### config.mk
export PLATFORM = sky130hd
export DESIGN_NAME = resv_station_bank
export DESIGN_NICKNAME = d
export VERILOG_FILES = /design/src/rtl/rsb_pkg.sv /design/src/rtl/rsb_oldest_pick.sv /design/src/rtl/rsb_fu_pipe.sv /design/src/rtl/resv_station_bank.sv
export SDC_FILE = /design/constraint.sdc
export NUM_CORES = 1
export LEC_CHECK = 0
export BUFFER_PORTS_ARGS = -buffer_cell sky130_fd_sc_hd__buf_2
export CAP_MARGIN = 25
export CORE_AREA = 2 2 157 159
export CTS_CLUSTER_SIZE = 40
export DETAILED_ROUTE_END_ITERATION = 16
export DIE_AREA = 0 0 159 161
export GPL_TIMING_DRIVEN = 1
export PLACE_DENSITY = 0.84
export RECOVER_POWER = 50
export SETUP_SLACK_MARGIN = 0.02
export SYNTH_ARGS = -nofsm -noshare
export SYNTH_HDL_FRONTEND = slang
export SYNTH_SLANG_ARGS = --single-unit
### constraint.sdc
create_clock -name clk -period 23.8 [get_ports clk]
set_input_delay 4.76 -clock clk [delete_from_list [all_inputs] [get_ports clk]]
set_output_delay 4.76 -clock clk [all_outputs]
set_load 0.02 [all_outputs]
### src/rtl/rsb_pkg.sv
package rsb_pkg;

  typedef enum logic [1:0] {
    OP_ADD = 2'd0,
    OP_SUB = 2'd1,
    OP_AND = 2'd2,
    OP_XOR = 2'd3
  } rsb_op_e;

endpackage

### src/rtl/rsb_oldest_pick.sv
module rsb_oldest_pick #(
  parameter int N     = 4,
  parameter int SEQ_W = 6,
  parameter int IDX_W = (N > 1) ? $clog2(N) : 1
) (
  input  logic [N-1:0]            cand,
  input  logic [N-1:0][SEQ_W-1:0] seqs,
  output logic                    found,
  output logic [IDX_W-1:0]        idx,
  output logic [N-1:0]            onehot
);

  function automatic logic is_older(input logic [SEQ_W-1:0] a, input logic [SEQ_W-1:0] b);
    logic [SEQ_W-1:0] diff;
    diff = a - b;
    return diff[SEQ_W-1];
  endfunction

  always_comb begin
    found = 1'b0;
    idx   = '0;
    for (int i = 0; i < N; i++) begin
      if (cand[i] && (!found || is_older(seqs[i], seqs[idx]))) begin
        found = 1'b1;
        idx   = IDX_W'(i);
      end
    end
    onehot = found ? (N'(1) << idx) : '0;
  end

endmodule

### src/rtl/rsb_fu_pipe.sv
module rsb_fu_pipe
  import rsb_pkg::*;
#(
  parameter int DATA_W = 16,
  parameter int IDX_W  = 2,
  parameter int LAT    = 3
) (
  input  logic              clk,
  input  logic              rst,
  input  logic              in_valid,
  input  rsb_op_e           in_op,
  input  logic [DATA_W-1:0] in_a,
  input  logic [DATA_W-1:0] in_b,
  input  logic [IDX_W-1:0]  in_idx,
  output logic              out_valid,
  output logic [IDX_W-1:0]  out_idx,
  output logic [DATA_W-1:0] out_data
);

  logic [DATA_W-1:0] alu_res;

  always_comb begin
    unique case (in_op)
      OP_ADD:  alu_res = in_a + in_b;
      OP_SUB:  alu_res = in_a - in_b;
      OP_AND:  alu_res = in_a & in_b;
      default: alu_res = in_a ^ in_b;
    endcase
  end

  generate
    if (LAT <= 1) begin : g_direct
      assign out_valid = in_valid;
      assign out_idx   = in_idx;
      assign out_data  = alu_res;
    end else begin : g_stages
      localparam int PD = LAT - 1;
      logic [PD-1:0]     st_v;
      logic [IDX_W-1:0]  st_i [PD];
      logic [DATA_W-1:0] st_d [PD];

      always_ff @(posedge clk) begin
        if (rst) begin
          st_v <= '0;
        end else begin
          st_v <= {st_v[PD-1:0], in_valid} >> 0;
        end
      end

      always_ff @(posedge clk) begin
        st_i[0] <= in_idx;
        st_d[0] <= alu_res;
        for (int k = 1; k < PD; k++) begin
          st_i[k] <= st_i[k-1];
          st_d[k] <= st_d[k-1];
        end
      end

      assign out_valid = st_v[PD-1];
      assign out_idx   = st_i[PD-1];
      assign out_data  = st_d[PD-1];
    end
  endgenerate

endmodule

### src/rtl/resv_station_bank.sv
module resv_station_bank
  import rsb_pkg::*;
#(
  parameter int NUM_ENT = 4,
  parameter int DATA_W  = 16,
  parameter int TAG_W   = 4,
  parameter int SEQ_W   = 6,
  parameter int LAT     = 3
) (
  input  logic              clk,
  input  logic              rst,
  input  logic              iss_valid,
  input  logic [1:0]        iss_op,
  input  logic [DATA_W-1:0] iss_vj,
  input  logic [TAG_W-1:0]  iss_qj,
  input  logic [DATA_W-1:0] iss_vk,
  input  logic [TAG_W-1:0]  iss_qk,
  input  logic [TAG_W-1:0]  iss_dst,
  input  logic [SEQ_W-1:0]  iss_seq,
  output logic              iss_ready,
  input  logic              bus_valid,
  input  logic [TAG_W-1:0]  bus_tag,
  input  logic [DATA_W-1:0] bus_data,
  output logic              req_valid,
  output logic [TAG_W-1:0]  req_tag,
  output logic [DATA_W-1:0] req_data,
  output logic [SEQ_W-1:0]  req_seq,
  input  logic              grant
);

  localparam int IDX_W = (NUM_ENT > 1) ? $clog2(NUM_ENT) : 1;

  // slot control
  logic [NUM_ENT-1:0] ent_busy, ent_disp, ent_done;
  // slot payload; the first-source field is reused as the result holder
  rsb_op_e            ent_op  [NUM_ENT];
  logic [DATA_W-1:0]  ent_vj  [NUM_ENT];
  logic [DATA_W-1:0]  ent_vk  [NUM_ENT];
  logic [TAG_W-1:0]   ent_qj  [NUM_ENT];
  logic [TAG_W-1:0]   ent_qk  [NUM_ENT];
  logic [TAG_W-1:0]   ent_dst [NUM_ENT];
  logic [NUM_ENT-1:0][SEQ_W-1:0] ent_seq;

  logic [NUM_ENT-1:0] free_vec, alloc_oh, ent_wait, rdy_vec, fin_vec;
  logic [NUM_ENT-1:0] disp_oh, req_oh;
  logic               disp_found, req_found, alloc_found;
  logic [IDX_W-1:0]   disp_idx, req_idx;
  logic               iss_fire, grant_fire, byp_j, byp_k;
  logic               wb_valid;
  logic [IDX_W-1:0]   wb_idx;
  logic [DATA_W-1:0]  wb_data;

  assign free_vec = ~ent_busy;
  assign iss_ready = |free_vec;
  assign iss_fire  = iss_valid && iss_ready;

  // lowest free slot takes the next issue
  always_comb begin
    alloc_oh    = '0;
    alloc_found = 1'b0;
    for (int i = 0; i < NUM_ENT; i++) begin
      if (free_vec[i] && !alloc_found) begin
        alloc_oh[i] = 1'b1;
        alloc_found = 1'b1;
      end
    end
  end

  // same-cycle forwarding of the bus into an issuing slot
  assign byp_j = bus_valid && (iss_qj != '0) && (iss_qj == bus_tag);
  assign byp_k = bus_valid && (iss_qk != '0) && (iss_qk == bus_tag);

  always_comb begin
    for (int i = 0; i < NUM_ENT; i++) begin
      ent_wait[i] = (ent_qj[i] != '0) || (ent_qk[i] != '0);
    end
  end

  assign rdy_vec = ent_busy & ~ent_disp & ~ent_wait;
  assign fin_vec = ent_busy & ent_done;

  rsb_oldest_pick #(.N(NUM_ENT), .SEQ_W(SEQ_W), .IDX_W(IDX_W)) i_disp_pick (
    .cand   (rdy_vec),
    .seqs   (ent_seq),
    .found  (disp_found),
    .idx    (disp_idx),
    .onehot (disp_oh)
  );

  rsb_oldest_pick #(.N(NUM_ENT), .SEQ_W(SEQ_W), .IDX_W(IDX_W)) i_req_pick (
    .cand   (fin_vec),
    .seqs   (ent_seq),
    .found  (req_found),
    .idx    (req_idx),
    .onehot (req_oh)
  );

  rsb_fu_pipe #(.DATA_W(DATA_W), .IDX_W(IDX_W), .LAT(LAT)) i_fu (
    .clk       (clk),
    .rst       (rst),
    .in_valid  (disp_found),
    .in_op     (ent_op[disp_idx]),
    .in_a      (ent_vj[disp_idx]),
    .in_b      (ent_vk[disp_idx]),
    .in_idx    (disp_idx),
    .out_valid (wb_valid),
    .out_idx   (wb_idx),
    .out_data  (wb_data)
  );

  assign grant_fire = grant && req_found;

  // control state
  always_ff @(posedge clk) begin
    for (int i = 0; i < NUM_ENT; i++) begin
      if (rst) begin
        ent_busy[i] <= 1'b0;
        ent_disp[i] <= 1'b0;
        ent_done[i] <= 1'b0;
      end else if (grant_fire && req_oh[i]) begin
        ent_busy[i] <= 1'b0;
        ent_disp[i] <= 1'b0;
        ent_done[i] <= 1'b0;
      end else if (iss_fire && alloc_oh[i]) begin
        ent_busy[i] <= 1'b1;
        ent_disp[i] <= 1'b0;
        ent_done[i] <= 1'b0;
      end else begin
        if (disp_oh[i]) ent_disp[i] <= 1'b1;
        if (wb_valid && (wb_idx == IDX_W'(i))) ent_done[i] <= 1'b1;
      end
    end
  end

  // payload: load at issue, snoop while waiting, take the result when done
  always_ff @(posedge clk) begin
    for (int i = 0; i < NUM_ENT; i++) begin
      if (iss_fire && alloc_oh[i]) begin
        ent_op[i]  <= rsb_op_e'(iss_op);
        ent_dst[i] <= iss_dst;
        ent_seq[i] <= iss_seq;
        ent_vj[i]  <= byp_j ? bus_data : iss_vj;
        ent_qj[i]  <= byp_j ? '0 : iss_qj;
        ent_vk[i]  <= byp_k ? bus_data : iss_vk;
        ent_qk[i]  <= byp_k ? '0 : iss_qk;
      end else if (ent_busy[i]) begin
        if (bus_valid && (ent_qj[i] != '0) && (ent_qj[i] == bus_tag)) begin
          ent_vj[i] <= bus_data;
          ent_qj[i] <= '0;
        end
        if (bus_valid && (ent_qk[i] != '0) && (ent_qk[i] == bus_tag)) begin
          ent_vk[i] <= bus_data;
          ent_qk[i] <= '0;
        end
        if (wb_valid && (wb_idx == IDX_W'(i))) begin
          ent_vj[i] <= wb_data;
        end
      end
    end
  end

  assign req_valid = req_found;
  assign req_tag   = ent_dst[req_idx];
  assign req_data  = ent_vj[req_idx];
  assign req_seq   = ent_seq[req_idx];

endmodule

# Word level (Yosys, flattened, before mapping)
# Memories as Yosys holds them, arrays and structs flattened.
# Index checks and enable logic that the tools add are counted.
# totals
reg_bits	38
ram_bits	220
inputBits	77
output_inout_bits	28
memories	8
# classes
n_addsub	7
n_lt_le_gt_ge	5
eq_ne	15
shifts	2
muxes	131
n_bitwise	28
reduce_logical	89
# mem_list
memory	words	width	rd	rd_clocked_by_memory_dff	wr	line_no	source
ent_vj	4	16	2	0	4	resv_station_bank.sv:37	logic [DATA_W-1:0] ent_vj [NUM_ENT];
ent_vk	4	16	1	0	4	resv_station_bank.sv:38	logic [DATA_W-1:0] ent_vk [NUM_ENT];
i_fu.g_stages.st_d	2	16	2	0	2	rsb_fu_pipe.sv:40	logic [DATA_W-1:0] st_d [PD];
ent_dst	4	4	1	0	1	resv_station_bank.sv:41	logic [TAG_W-1:0] ent_dst [NUM_ENT];
ent_qj	4	4	4	0	4	resv_station_bank.sv:39	logic [TAG_W-1:0] ent_qj [NUM_ENT];
ent_qk	4	4	4	0	4	resv_station_bank.sv:40	logic [TAG_W-1:0] ent_qk [NUM_ENT];
2 more memories	--	--	--	--	--	--	
# ops
operator	n
two-way mux 16 bit	14
two-way mux 1 bit	78
binary-select mux 6 bit (select 2 bit)	5
two-way mux 4 bit	15
one-hot mux 16 bit (3 select lines)	1
logical AND 1 bit	43
== test 4 bit	10
nonzero test 4 bit	10
two-way mux 6 bit	5
subtractor 6 bit	5
two-way mux 2 bit	13
bitwise OR 1 bit	20
adder 16 bit	1
AND 16 bit	1
OR reduction 4 bit	4
subtractor 16 bit	1
bitwise XOR 16 bit	1
< comparator 2 x 3 -> 1 bit, second input constant	5
OR reduction 2 bit	7
AND 4 bit	3
NOT 4 bit	3
OR reduction 3 bit	4
logical OR 1 bit	10
logical NOT 1 bit	9
4 further kinds	9

# Depth between registers and ports, before layout
# Gate-level depths: netlist of run 1.
# An unclocked memory read counts as a cell.
# logic_depth
ltp_word	25
ltp_mapped	56
depth_no_buf	51

# Modules after synthesis
# Synthesis of run 1 repeated with hierarchy kept, for this count alone.
# hier_totals
cells_unflattened	1303
area_unflattened_um2	15491.1
# modules_own_cells
mod	n_inst	cells_per_inst	area_each_um2	seq_area_each_um2
resv_station_bank	1	798	11314.6	6406.1
rsb_fu_pipe	1	275	2494.9	760.7
rsb_oldest_pick	2	115	840.8	0.0

# Worst setup path before layout of run 1
# OpenSTA, ideal clock, no wires.
# synth_path
kind	register -> output
from	reg ent_seq[8] in the netlist's numbering
to	out req_data[0]
arrival_time_ps	5593
setup_slack_ps	13447
path_stages_with_launch	29
n_path_buf	3
path_cell_list	edfxtp_1 ha_1 nand2_1 o21ai_1 a31o_2 a21oi_1 nor2_1 nor2_1 a21oi_1 ha_1 a21o_1 a21oi_1 o21ai_0 a21oi_1 xnor2_1 o21ba_2 clkbuf_1 buf_1 mux2i_1 ha_1 a21o_1 a21oi_1 o21a_1 a31oi_1 xnor2_1 a21oi_1 clkbuf_1 nand2_1 o21ai_0
# synth_between
elab_chain_cells	17
elab_cells_between_ends	21
classes_between	add/sub: 3; mux: 9; reduce/logical: 8; memory: 1
# synth_rtl
element	line_no	source
start, declared	resv_station_bank.sv:42	logic [NUM_ENT-1:0][SEQ_W-1:0] ent_seq;
start signal, assigned by index	resv_station_bank.sv:141	ent_seq[i] <= iss_seq;
subtractor 6 bit	rsb_oldest_pick.sv:15	diff = a - b;
logical OR 1 bit	rsb_oldest_pick.sv:23	if (cand[i] && (!found || is_older(seqs[i], seqs[idx]))) begin
logical AND 1 bit	rsb_oldest_pick.sv:23	
two-way mux 1 bit	rsb_oldest_pick.sv:23	
binary-select mux 6 bit (select 2 bit)	rsb_oldest_pick.sv:23	
two-way mux 6 bit (not written as such)	rsb_oldest_pick.sv:23	
subtractor 6 bit	rsb_oldest_pick.sv:15	
logical OR 1 bit	rsb_oldest_pick.sv:23	
logical AND 1 bit	rsb_oldest_pick.sv:23	
two-way mux 2 bit	rsb_oldest_pick.sv:23	
binary-select mux 6 bit (select 2 bit)	rsb_oldest_pick.sv:23	
two-way mux 6 bit (not written as such)	rsb_oldest_pick.sv:23	
subtractor 6 bit	rsb_oldest_pick.sv:15	
logical OR 1 bit	rsb_oldest_pick.sv:23	
logical AND 1 bit	rsb_oldest_pick.sv:23	
two-way mux 2 bit (*)	rsb_oldest_pick.sv:23	
memory read (4 x 16 bit) (*)	--	
end, declared	resv_station_bank.sv:26	output logic [DATA_W-1:0] req_data,
# Mark *: on every way between the ends. The rest lies on a longest branch, timed or not. The select of a mux whose other input is x is not followed.

==> results of run 1 <==
==> worst reg2reg max path: cells and delay by family, from the launching register on <==
family | cells | cell delay [ps]
AO/OA/AOI/OAI | 28 | 6600
XOR/XNOR | 3 | 870
adder cells (fa/ha/maj) | 4 | 1190
buffers and inverters | 4 | 950
flip-flops | 1 | 430
AND/OR/NAND/NOR | 10 | 2160
==> worst paths after layout <==
kind	from	slack, ps	depth (start not counted)	to
max reg2reg	ent_seq[8]$_DFFE_PP_	11480	49	i_fu.g_stages.st_d[0][15]$_DFF_P_
min reg2reg	i_fu.g_stages.st_d[0][15]$_DFF_P_	320	0	i_fu.g_stages.st_d[0][31]$_DFF_P_
max	ent_seq[8]$_DFFE_PP_	11480	49	i_fu.g_stages.st_d[0][15]$_DFF_P_
min	i_fu.g_stages.st_d[0][15]$_DFF_P_	320	0	i_fu.g_stages.st_d[0][31]$_DFF_P_
==> flip-flops by register name, indices dropped and copies added (netlist names), 8 cells and up <==
signal,count
ent_dst,16
ent_op,8
ent_qj,16
ent_qk,16
ent_seq,24
ent_vj,64
ent_vk,64
i_fu.g_stages.st_d,32
==> cell type report <==
| class | instances | area [um^2] | area share |
|---|---|---|---|
| Clock inverter | 8 | 63.8 | 0.00373 |
| Antenna cell | 1 | 2.50 | 0.000146 |
| Timing Repair Buffer | 130 | 706 | 0.0413 |
| Tap cell | 324 | 405 | 0.0237 |
| Clock buffer | 40 | 786 | 0.0460 |
| Sequential cell | 258 | 7170 | 0.419 |
| Multi-Input combinational cell | 1177 | 7770 | 0.455 |
| Inverter | 49 | 184 | 0.0108 |
==> power groups by stage <==
stage | Combinational (mW) | Sequential [mW] | Clock [mW]
after detailed placement | 0.169 | 0.550 | 0
after global routing | 0.190 | 0.545 | 0.428
after CTS | 0.171 | 0.541 | 0.411
final | 0.174 | 0.542 | 0.410
after global placement | 0.162 | 0.548 | 0
after floorplan | 0.119 | 0.542 | 0
==> logic make-up after synthesis <==
group                    synth area share
AND/OR/NAND/NOR                     0.149
AO/OA/AOI/OAI                       0.157
flip-flops                          0.465
multiplexers                        0.119
buffers and inverters              0.0318
XOR/XNOR                           0.0345
adder cells (fa/ha/maj)            0.0435
==> cells in the final DEF, fill, tap and decap left out, drive strengths merged, types with 9 or more instances in the layout <==
cell | synthesis | routed
nor2 | 160 | 160
nor4 | 9 | 9
a31oi | 14 | 14
nor3 | 34 | 34
a211oi | 9 | 9
a22oi | 13 | 13
a21o | 13 | 13
clkbuf | 60 | 64
nand3 | 50 | 50
and3 | 10 | 10
xnor2 | 40 | 40
dfxtp | 58 | 58
nand2 | 180 | 180
mux2i | 107 | 107
a21oi | 148 | 148
edfxtp | 200 | 200
mux2 | 67 | 67
nor2b | 9 | 9
o21ai | 128 | 128
xor2 | 19 | 19
nand3b | 10 | 10
inv | 49 | 49
buf | 16 | 106
ha | 52 | 52
==> routing by layer <==
metal,GRT usage,routed length [um]
met2,0.556,20200
met4,0.158,2300
met5,0,14
met1,0.439,16400
met3,0.0719,5460
==> stage by stage <==
step           worst slack, ps  power [mW]  hold WS [ps]   util  cell area (um^2)
5_1_grt                  10530        1.16           316  0.713             17100
3_5_place_dp             11990       0.719           312  0.678             16300
4_1_cts                  11340        1.12           318  0.714             17100
3_3_place_gp             12180       0.710           311  0.677             16200
2_1_floorplan            13450       0.661           310      -             15400
6_report                 11480        1.13           317  0.713             17100
==> metrics, run 1 <==
WL/cell 22.4 um; HPWL Detailed between 30000 and 40000 um; Max-slew headroom -0.105; Arr. time, crit path about 13000 ps; DRT antenna net count 0; internal power a little over 0.8 mW; Net Sw Power 0.300 mW; vias after detailed routing ~13000; Worst Setup End Kind register; Clock Tree Root clkbuf_16; RSZ-0062 raised after global routing no; Finish-stage setup viols 0; GP Congestion 0.954; clk_lat worst skew 550 ps; Initial Utilization 0.643; CTS tree done; number of fill cells around 1700; Port-buffer cells between 100 and 150; Worst EP required ~24000 ps; CP startpoint kind register; Core Box Area 24000 um^2; share of the synthesized area in the top cell type 0.390; clock power share 0.364; status complete, but fails checks; Yosys cell types 90; Hold Crit Class register to register; Final Slew Violations 21; gr usage total 0.341; setup_tns 0 ps; grt ovf 0; syn_area_per_cell 9.87 um^2; Min Clock Period, post-route between 10000 and 15000 ps; CP bufs+invs 4; # placed instances between 1500 and 2000; H-Tree Level Count 1; Final Hold Viols 0; warning count from the yosys run 0; clk buf depth 3; Mapped Area approximately 15000 um^2; Slew @ Worst Pin around 1700 ps; power per cell area around 66 nW/um^2; vias in the first global route around 13000; CP peak stage delay around 870 ps; clk sinks 258; largest net degree at the start of global routing 54; Vias/cell around 6.6; Main synth FF type edfxtp_1; syn_nets around 1700; Crit Path Max Fanout 45; Die Y about 160 um; synthesized instance count 1560; VDD IR-drop max roughly 56 uV; number of core rows between 50 and 60; Comb pwr share 0.154; io pins between 100 and 150; first-pass GRT wire length around 68000 um; Worst Clk Skew approximately 15 ps; Post-route DRC 0; P_leak roughly 6.6 nW; Die Width 159 um; sequential share of the synthesized area 0.465; Max stage delay cell, worst path nor2b_1; delay-heaviest family, CP compound AO/OA/AOI/OAI gates; violated checks max-capacitance violations, max-slew violations; nets 1772; cell mode on critical path o21ai_0; max frequency 0.0811 GHz; Seq pwr share 0.482; Max Cap Viol 1; EDFF count, synth 200; layout cells sized above 1 0.155; CP Class register to register; count leader, synth edfxtp_1; number of synthesized register bits ~260; DR pass1 iterations 8; die footprint 25600 um^2; Area growth syn-to-layout 10.9%; period utilization 0.518; Post-Layout Cell Count approximately 2000; Post-CTS Setup Inserts 0; total CTS buffers 26; clock transition at the registers of the reported paths 70 ps; DRT Wirelength between 40000 and 50000 um; Sw Ratio 0.267; Synth top cells by count edfxtp_1, nand2_1, nor2_1, a21oi_1, o21ai_0; hold buffer count at cts 0; area leader, netlist edfxtp_1; ys async rst share 0; leading post-synthesis cells by cell area edfxtp_1, dfxtp_1, mux2i_1; initial antenna violation count 1; Iter 0 DRT Violations ~1700; post_cts resized 0
Note: power is estimated with default switching activity, not from simulation.
==> run 2: changes to the inputs <==
- CORE_AREA: 2 2 157 159 -> 2 2 161 163
- DIE_AREA: 0 0 159 161 -> 0 0 163 165
- PLACE_DENSITY: 0.84 -> 0.81
- clock period: 23.8 -> 12.9 ns (I/O delays scaled with it)
==> metrics, run 2 (synthesized netlist as in run 1, its figures left out) <==
status complete, but fails checks; violated checks max-capacitance violations, max-slew violations; nets 1778 (+0.34%); Core Box Area 25000 um^2 (+4.5%); power per cell area 124 nW/um^2 (+88%); largest net degree at the start of global routing 54 (unchanged); Seq pwr share 0.469 (-0.013); Die Y 165 um (+2.5%); Finish-stage setup viols 0 (unchanged); clk_lat worst skew 560 ps (about the same); most frequent cells in the layout edfxtp_1, nand2_1, nor2_1; hold buffer count at cts 0 (unchanged); Area growth syn-to-layout 11.4%; total CTS buffers 28 (+7.7%); Slew @ Worst Pin 1800 ps (+142 ps); Net Sw Power 0.573 mW (+91%); cell mode on critical path o21ai_0; Min Clock Period, post-route 11740 ps (-580 ps); DR WL met2 20800 um (+2.7%); HPWL Detailed 31100 um (about the same); CP peak stage delay 660 ps (-210 ps); Setup WS pre-CTS 1100 ps (-10890 ps); clock power share 0.379 (+0.015); setup_tns 0 ps (unchanged); CP bufs+invs 3 (-1); Hold Crit Class register to register; io pins 105 (unchanged); gr usage total 0.334 (-0.00647); Max-slew headroom -0.199 (-0.0947); CP Class register to register; Crit Path Max Fanout 19 (-58%); period utilization 0.910 (+0.393); vias in the first global route 12600 (+0.42%); Vias/cell 6.50 (-1.0%); number of core rows 58 (+1.8%); CP startpoint kind register; layout cells sized above 1 0.157 (+0.00225); Final WS setup 1160 ps (-10320 ps); clock transition at the registers of the reported paths 60 ps (about the same); first-pass GRT wire length 68600 um (+0.34%); initial antenna violation count 1 (unchanged); Worst Setup End Kind register; post_cts resized 0 (unchanged); Final Hold Viols 0 (unchanged); DR pass1 iterations 6 (-2); most common cell after layout, fill and taps aside edfxtp_1; Iter 0 DRT Violations 1683 (-2.9%); Die Width 163 um (+2.5%); GP Congestion 0.903 (-5.3%); delay-heaviest family, CP compound AO/OA/AOI/OAI gates; met3 WL 5390 um (-1.2%); Highest Signal Layer met5; Clock Tree Root clkbuf_16; DRT antenna net count 0 (unchanged); Post-CTS Setup Inserts 0 (unchanged); CTS tree done; die footprint 26900 um^2 (+5.1%); Comb pwr share 0.151 (-0.003); H-Tree Level Count 1 (unchanged); Largest regs ent_vj x64, ent_vk x64, i_fu.g_stages.st_d x32; Worst EP required 13340 ps (-10880 ps); DRT Wirelength 45100 um (+1.5%); Arr. time, crit path 12190 ps (-550 ps); Max stage delay cell, worst path nor2_4; RSZ-0062 raised after global routing no; Max Cap Viol 1 (unchanged); clk sinks 258 (unchanged); internal power 1.56 mW (+89%); Final Slew Violations 21 (unchanged); vias after detailed routing 13000 (-0.37%); Port-buffer cells 104 (unchanged); clk buf depth 3 (unchanged); Sw Ratio 0.269 (+0.00238); grt ovf 0 (unchanged); Worst Clk Skew 21.9 ps (+6.68 ps); P_leak 6.65 nW (+0.45%); WL/cell 22.5 um (+0.80%); Initial Utilization 0.615 (-0.0276); VDD IR-drop max 113 uV (+100%); Post-route DRC 0 (unchanged); max frequency 0.0851 GHz (+4.9%); ant diodes 0 (-1); Post-Route M1 WL 16900 um (+3.1%)
[run 2: changes by cell type in the layout (fill, tap and decap cells not counted), sizes merged]
cell and change:
clkinvlp +2, clkinv +3, clkbuf -3, diode -1, nor2 +1, bufinv +2, buf +3
[run 2: cell type report]
| type | instances | area, um^2 |
|---|---|---|
| clock buffer | 37 | 754 |
| clock inverter | 15 | 161 |
| fill | 1903 | 7880 |
| inverter | 49 | 184 |
| multi-input combinational | 1178 | 7780 |
| sequential | 258 | 7170 |
| tap | 330 | 413 |
| timing repair buffer | 133 | 696 |
[run 2: final timing paths]
path                                     start                                 to  slack (ps)  depth (start not counted)
max                 ent_qk[1][3]$_SDFFCE_PP0P_  i_fu.g_stages.st_d[0][15]$_DFF_P_        1160                         47
min          i_fu.g_stages.st_d[0][12]$_DFF_P_  i_fu.g_stages.st_d[0][28]$_DFF_P_         320                          0
max reg2reg         ent_qk[1][3]$_SDFFCE_PP0P_  i_fu.g_stages.st_d[0][15]$_DFF_P_        1160                         47
min reg2reg  i_fu.g_stages.st_d[0][12]$_DFF_P_  i_fu.g_stages.st_d[0][28]$_DFF_P_         320                          0
[run 2: through the flow]
stage	utilization	hold WS [ps]	cell area (um^2)	power, mW	std cells
final	0.685	324	17200	2.13	2000
after global routing	0.685	332	17200	2.20	2000
after CTS	0.687	319	17200	2.12	1998
after detailed placement	0.650	312	16300	1.33	1946
after global placement	0.650	311	16300	1.31	1945
after floorplan	-	310	15400	1.22	1560
[run 2: power groups by stage]
| stage | Combinational [mW] | Clock (mW) | Sequential (mW) |
|---|---|---|---|
| floorplan | 0.220 | 0 | 1.00 |
| global placement | 0.302 | 0 | 1.01 |
| detailed placement | 0.314 | 0 | 1.01 |
| CTS | 0.317 | 0.807 | 0.998 |
| global route | 0.352 | 0.843 | 1.00 |
| finish | 0.322 | 0.807 | 0.999 |
[run 2: routing by layer]
layer  GRT usage  vias to the layer above
met5           0                        -
li1            -                     5889
met4       0.141                        2
met3      0.0791                      148
met2       0.549                      801
met1       0.426                     6150
==> run 3: changes to the inputs <==
- CORE_AREA: 2 2 161 163 -> 2 2 162 164
- DIE_AREA: 0 0 163 165 -> 0 0 164 166
- PLACE_DENSITY: 0.81 -> 0.8
- SYNTH_HIERARCHICAL: not set -> 1
- clock period: 12.9 -> 11.6 ns (I/O delays scaled with it)
==> metrics, run 3 <==
Post-Route M1 WL 16100 um (-5.0%); CP peak stage delay 930 ps (+270 ps); Max-slew headroom -0.146 (+0.0535); CTS tree done; clock transition at the registers of the reported paths 60 ps (about the same); Vias/cell 6.54 (+0.75%); DRT antenna net count 0 (unchanged); post_cts resized 0 (unchanged); RSZ-0062 raised after global routing no; Post-CTS Setup Inserts 0 (unchanged); DRT Wirelength 40000 um (-11%); Core Box Area 25600 um^2 (+2.3%); worst hold endpoint i_fu/g_stages.st_d[0][25]$_DFF_P_; Hold Startpoint i_fu/g_stages.st_d[0][9]$_DFF_P_; first-pass GRT wire length 62100 um (-9.5%); area post-placement 16200 um^2 (-0.54%); clk buf depth 3 (unchanged); DR pass1 iterations 6 (unchanged); setup_tns 0 ps (unchanged); leading post-synthesis cells by cell area edfxtp_1, mux4_2, dfxtp_1; hold buffer count at cts 0 (unchanged); VDD IR-drop max 131 uV (+15%); cell mode on critical path a21o_1; Die Y 166 um (+0.61%); total CTS buffers 28 (unchanged); count leader, synth edfxtp_1; Max Cap Viol 3 (+2); Crit Path Max Fanout 35 (+16); max frequency 0.0920 GHz (+8.1%); syn_area_per_cell 11.9 um^2 (+20%); Worst Clk Skew 15.7 ps (-6.23 ps); period utilization 0.937 (+0.0263); clk_lat worst skew 560 ps (about the same); Yosys cell types 74 (-18%); clk sinks 258 (unchanged); io pins 105 (unchanged); most common cell after layout, fill and taps aside edfxtp_1; die footprint 27200 um^2 (+1.2%); Arr. time, crit path 11340 ps (-850 ps); Worst EP required 12070 ps (-1270 ps); share of the synthesized area in the top cell type 0.388 (-0.00220); reg2reg setup slack 730 ps (-420 ps); ys async rst share 0 (unchanged); Iter 0 DRT Violations 1298 (-23%); CP startpoint kind register; vias in the first global route 11300 (-10%); Largest regs ent_vj x64, ent_vk x64, i_fu/g_stages.st_d x32; gr usage total 0.295 (-0.0388); synthesized instance count 1303 (-16%); number of core rows 59 (+1.7%); Synth top cells by count edfxtp_1, a21oi_1, nor2_1, nand2_1, mux2i_1; status complete, but fails checks; syn_nets 1437 (-15%); most frequent cells in the layout edfxtp_1, a21oi_1, nor2_1; Finish-stage setup viols 0 (unchanged); GP Congestion 0.919 (+1.8%); Final Slew Violations 51 (+140%); hold path cells 0 (unchanged); Clock Tree Root clkbuf_16; EDFF count, synth 200 (unchanged); nets 1515 (-15%); Post-route DRC 0 (unchanged); layout cells sized above 1 0.167 (+0.0106); Worst Setup SP ent_qj[1][0]$_SDFFCE_PP0P_; H-Tree Level Count 1 (unchanged); number of synthesized register bits 258 (unchanged); number of fill cells 1893 (-0.53%); area leader, netlist edfxtp_1; Highest Signal Layer met5; HPWL Detailed 27600 um (-11%); Die Width 164 um (+0.61%); worst r2r dst i_fu/g_stages.st_d[0][10]$_DFF_P_; grt ovf 0 (unchanged); met3 WL 3830 um (-29%); sequential share of the synthesized area 0.463 (-0.00263); Max stage delay cell, worst path nor2b_1; DR WL met2 18800 um (-9.6%); P_leak 6.15 nW (-7.5%); Worst Setup End Kind register; initial antenna violation count 2 (+1); Hold Crit Class register to register; vias after detailed routing 11400 (-12%); warning count from the yosys run 6 (+6); Slew @ Worst Pin 1720 ps (-80.3 ps); Initial Utilization 0.605 (-0.0105); Area growth syn-to-layout 9.65%; Final Instance Area 17000 um^2 (-1.0%); Main synth FF type edfxtp_1; Final Hold Viols 0 (unchanged); largest net degree at the start of global routing 36 (-33%); Reg-to-Reg Start ent_qj[1][0]$_SDFFCE_PP0P_; CP Class register to register; violated checks max-capacitance violations, max-slew violations; Port-buffer cells 104 (unchanged); reg2reg path depth 35 (-26%); Min Clock Period, post-route 10870 ps (-878 ps); Mapped Area 15500 um^2 (+0.57%); power per cell area 138 nW/um^2 (+12%); WL/cell 23.0 um (+2.1%)
## run 3: through the flow
step                      cells  hold slack, ps  worst slack (ps)  total power [mW]   util
after floorplan            1303             310              2670              1.39      -
after global placement     1684             311              1300              1.46  0.630
after detailed placement   1686             316              1000              1.48  0.632
after CTS                  1738             325               887              2.35  0.668
after global routing       1739             330              80.2              2.43  0.663
final                      1739             325               734              2.35  0.663
## run 3: worst max path at each step
stage                                        end  slack [ps]  cells after the start
2_1_floorplan  i_fu/g_stages.st_d[0][10]$_DFF_P_        2670                     37
3_3_place_gp   i_fu/g_stages.st_d[0][10]$_DFF_P_        1300                     35
3_5_place_dp   i_fu/g_stages.st_d[0][10]$_DFF_P_        1000                     37
4_1_cts        i_fu/g_stages.st_d[0][10]$_DFF_P_         890                     37
5_1_grt        i_fu/g_stages.st_d[0][10]$_DFF_P_          80                     35
6_report       i_fu/g_stages.st_d[0][10]$_DFF_P_         730                     35
## run 3: report_power, final
| part | internal (mW) | leakage [nW] | total, mW | switching (mW) |
|---|---|---|---|---|
| sequential | 1.07 | 2.32 | 1.11 | 0.0462 |
| combinational | 0.150 | 3.38 | 0.357 | 0.208 |
| clock | 0.514 | 0.443 | 0.882 | 0.368 |
| total | 1.73 | 6.15 | 2.35 | 0.622 |
## run 3: final cells by class
| type | instances | area [um^2] | share of cell area |
|---|---|---|---|
| Multi-Input combinational cell | 935 | 7740 | 0.456 |
| Sequential cell | 258 | 7170 | 0.422 |
| Clock buffer | 39 | 782 | 0.0460 |
| Timing Repair Buffer | 120 | 601 | 0.0354 |
| Tap cell | 335 | 419 | 0.0247 |
| Inverter | 38 | 143 | 0.00840 |
| Clock inverter | 13 | 128 | 0.00751 |
| Antenna cell | 1 | 2.50 | 0.000147 |
## run 3: logic make-up (layout without fill, tap and decap cells)
| logic type | after synthesis | after routing | synth area share |
|---|---|---|---|
| AO/OA/AOI/OAI | 260 | 260 | 0.114 |
| XOR/XNOR | 62 | 62 | 0.0360 |
| adder cells (fa/ha/maj) | 57 | 57 | 0.0465 |
| buffers and inverters | 110 | 210 | 0.0357 |
| flip-flops | 258 | 258 | 0.463 |
| multiplexers | 213 | 213 | 0.192 |
| other | 0 | 1 | 0 |
| AND/OR/NAND/NOR | 343 | 343 | 0.113 |
## run 3: routing by layer
layer / up-vias / GRT usage
li1: 5127 / -
met1: 5534 / 0.419
met2: 616 / 0.469
met3: 101 / 0.0435
met4: 2 / 0.100
met5: - / 0
## run 3: worst max-delay path: cells and delay by family (launching register included)
kind	cells	cell delay, ps
compound gates	16	3690
xor+xnor	3	560
fa+ha+maj	3	990
buf+inv	3	800
flops	1	400
mux	3	1440
simple gates	7	2860
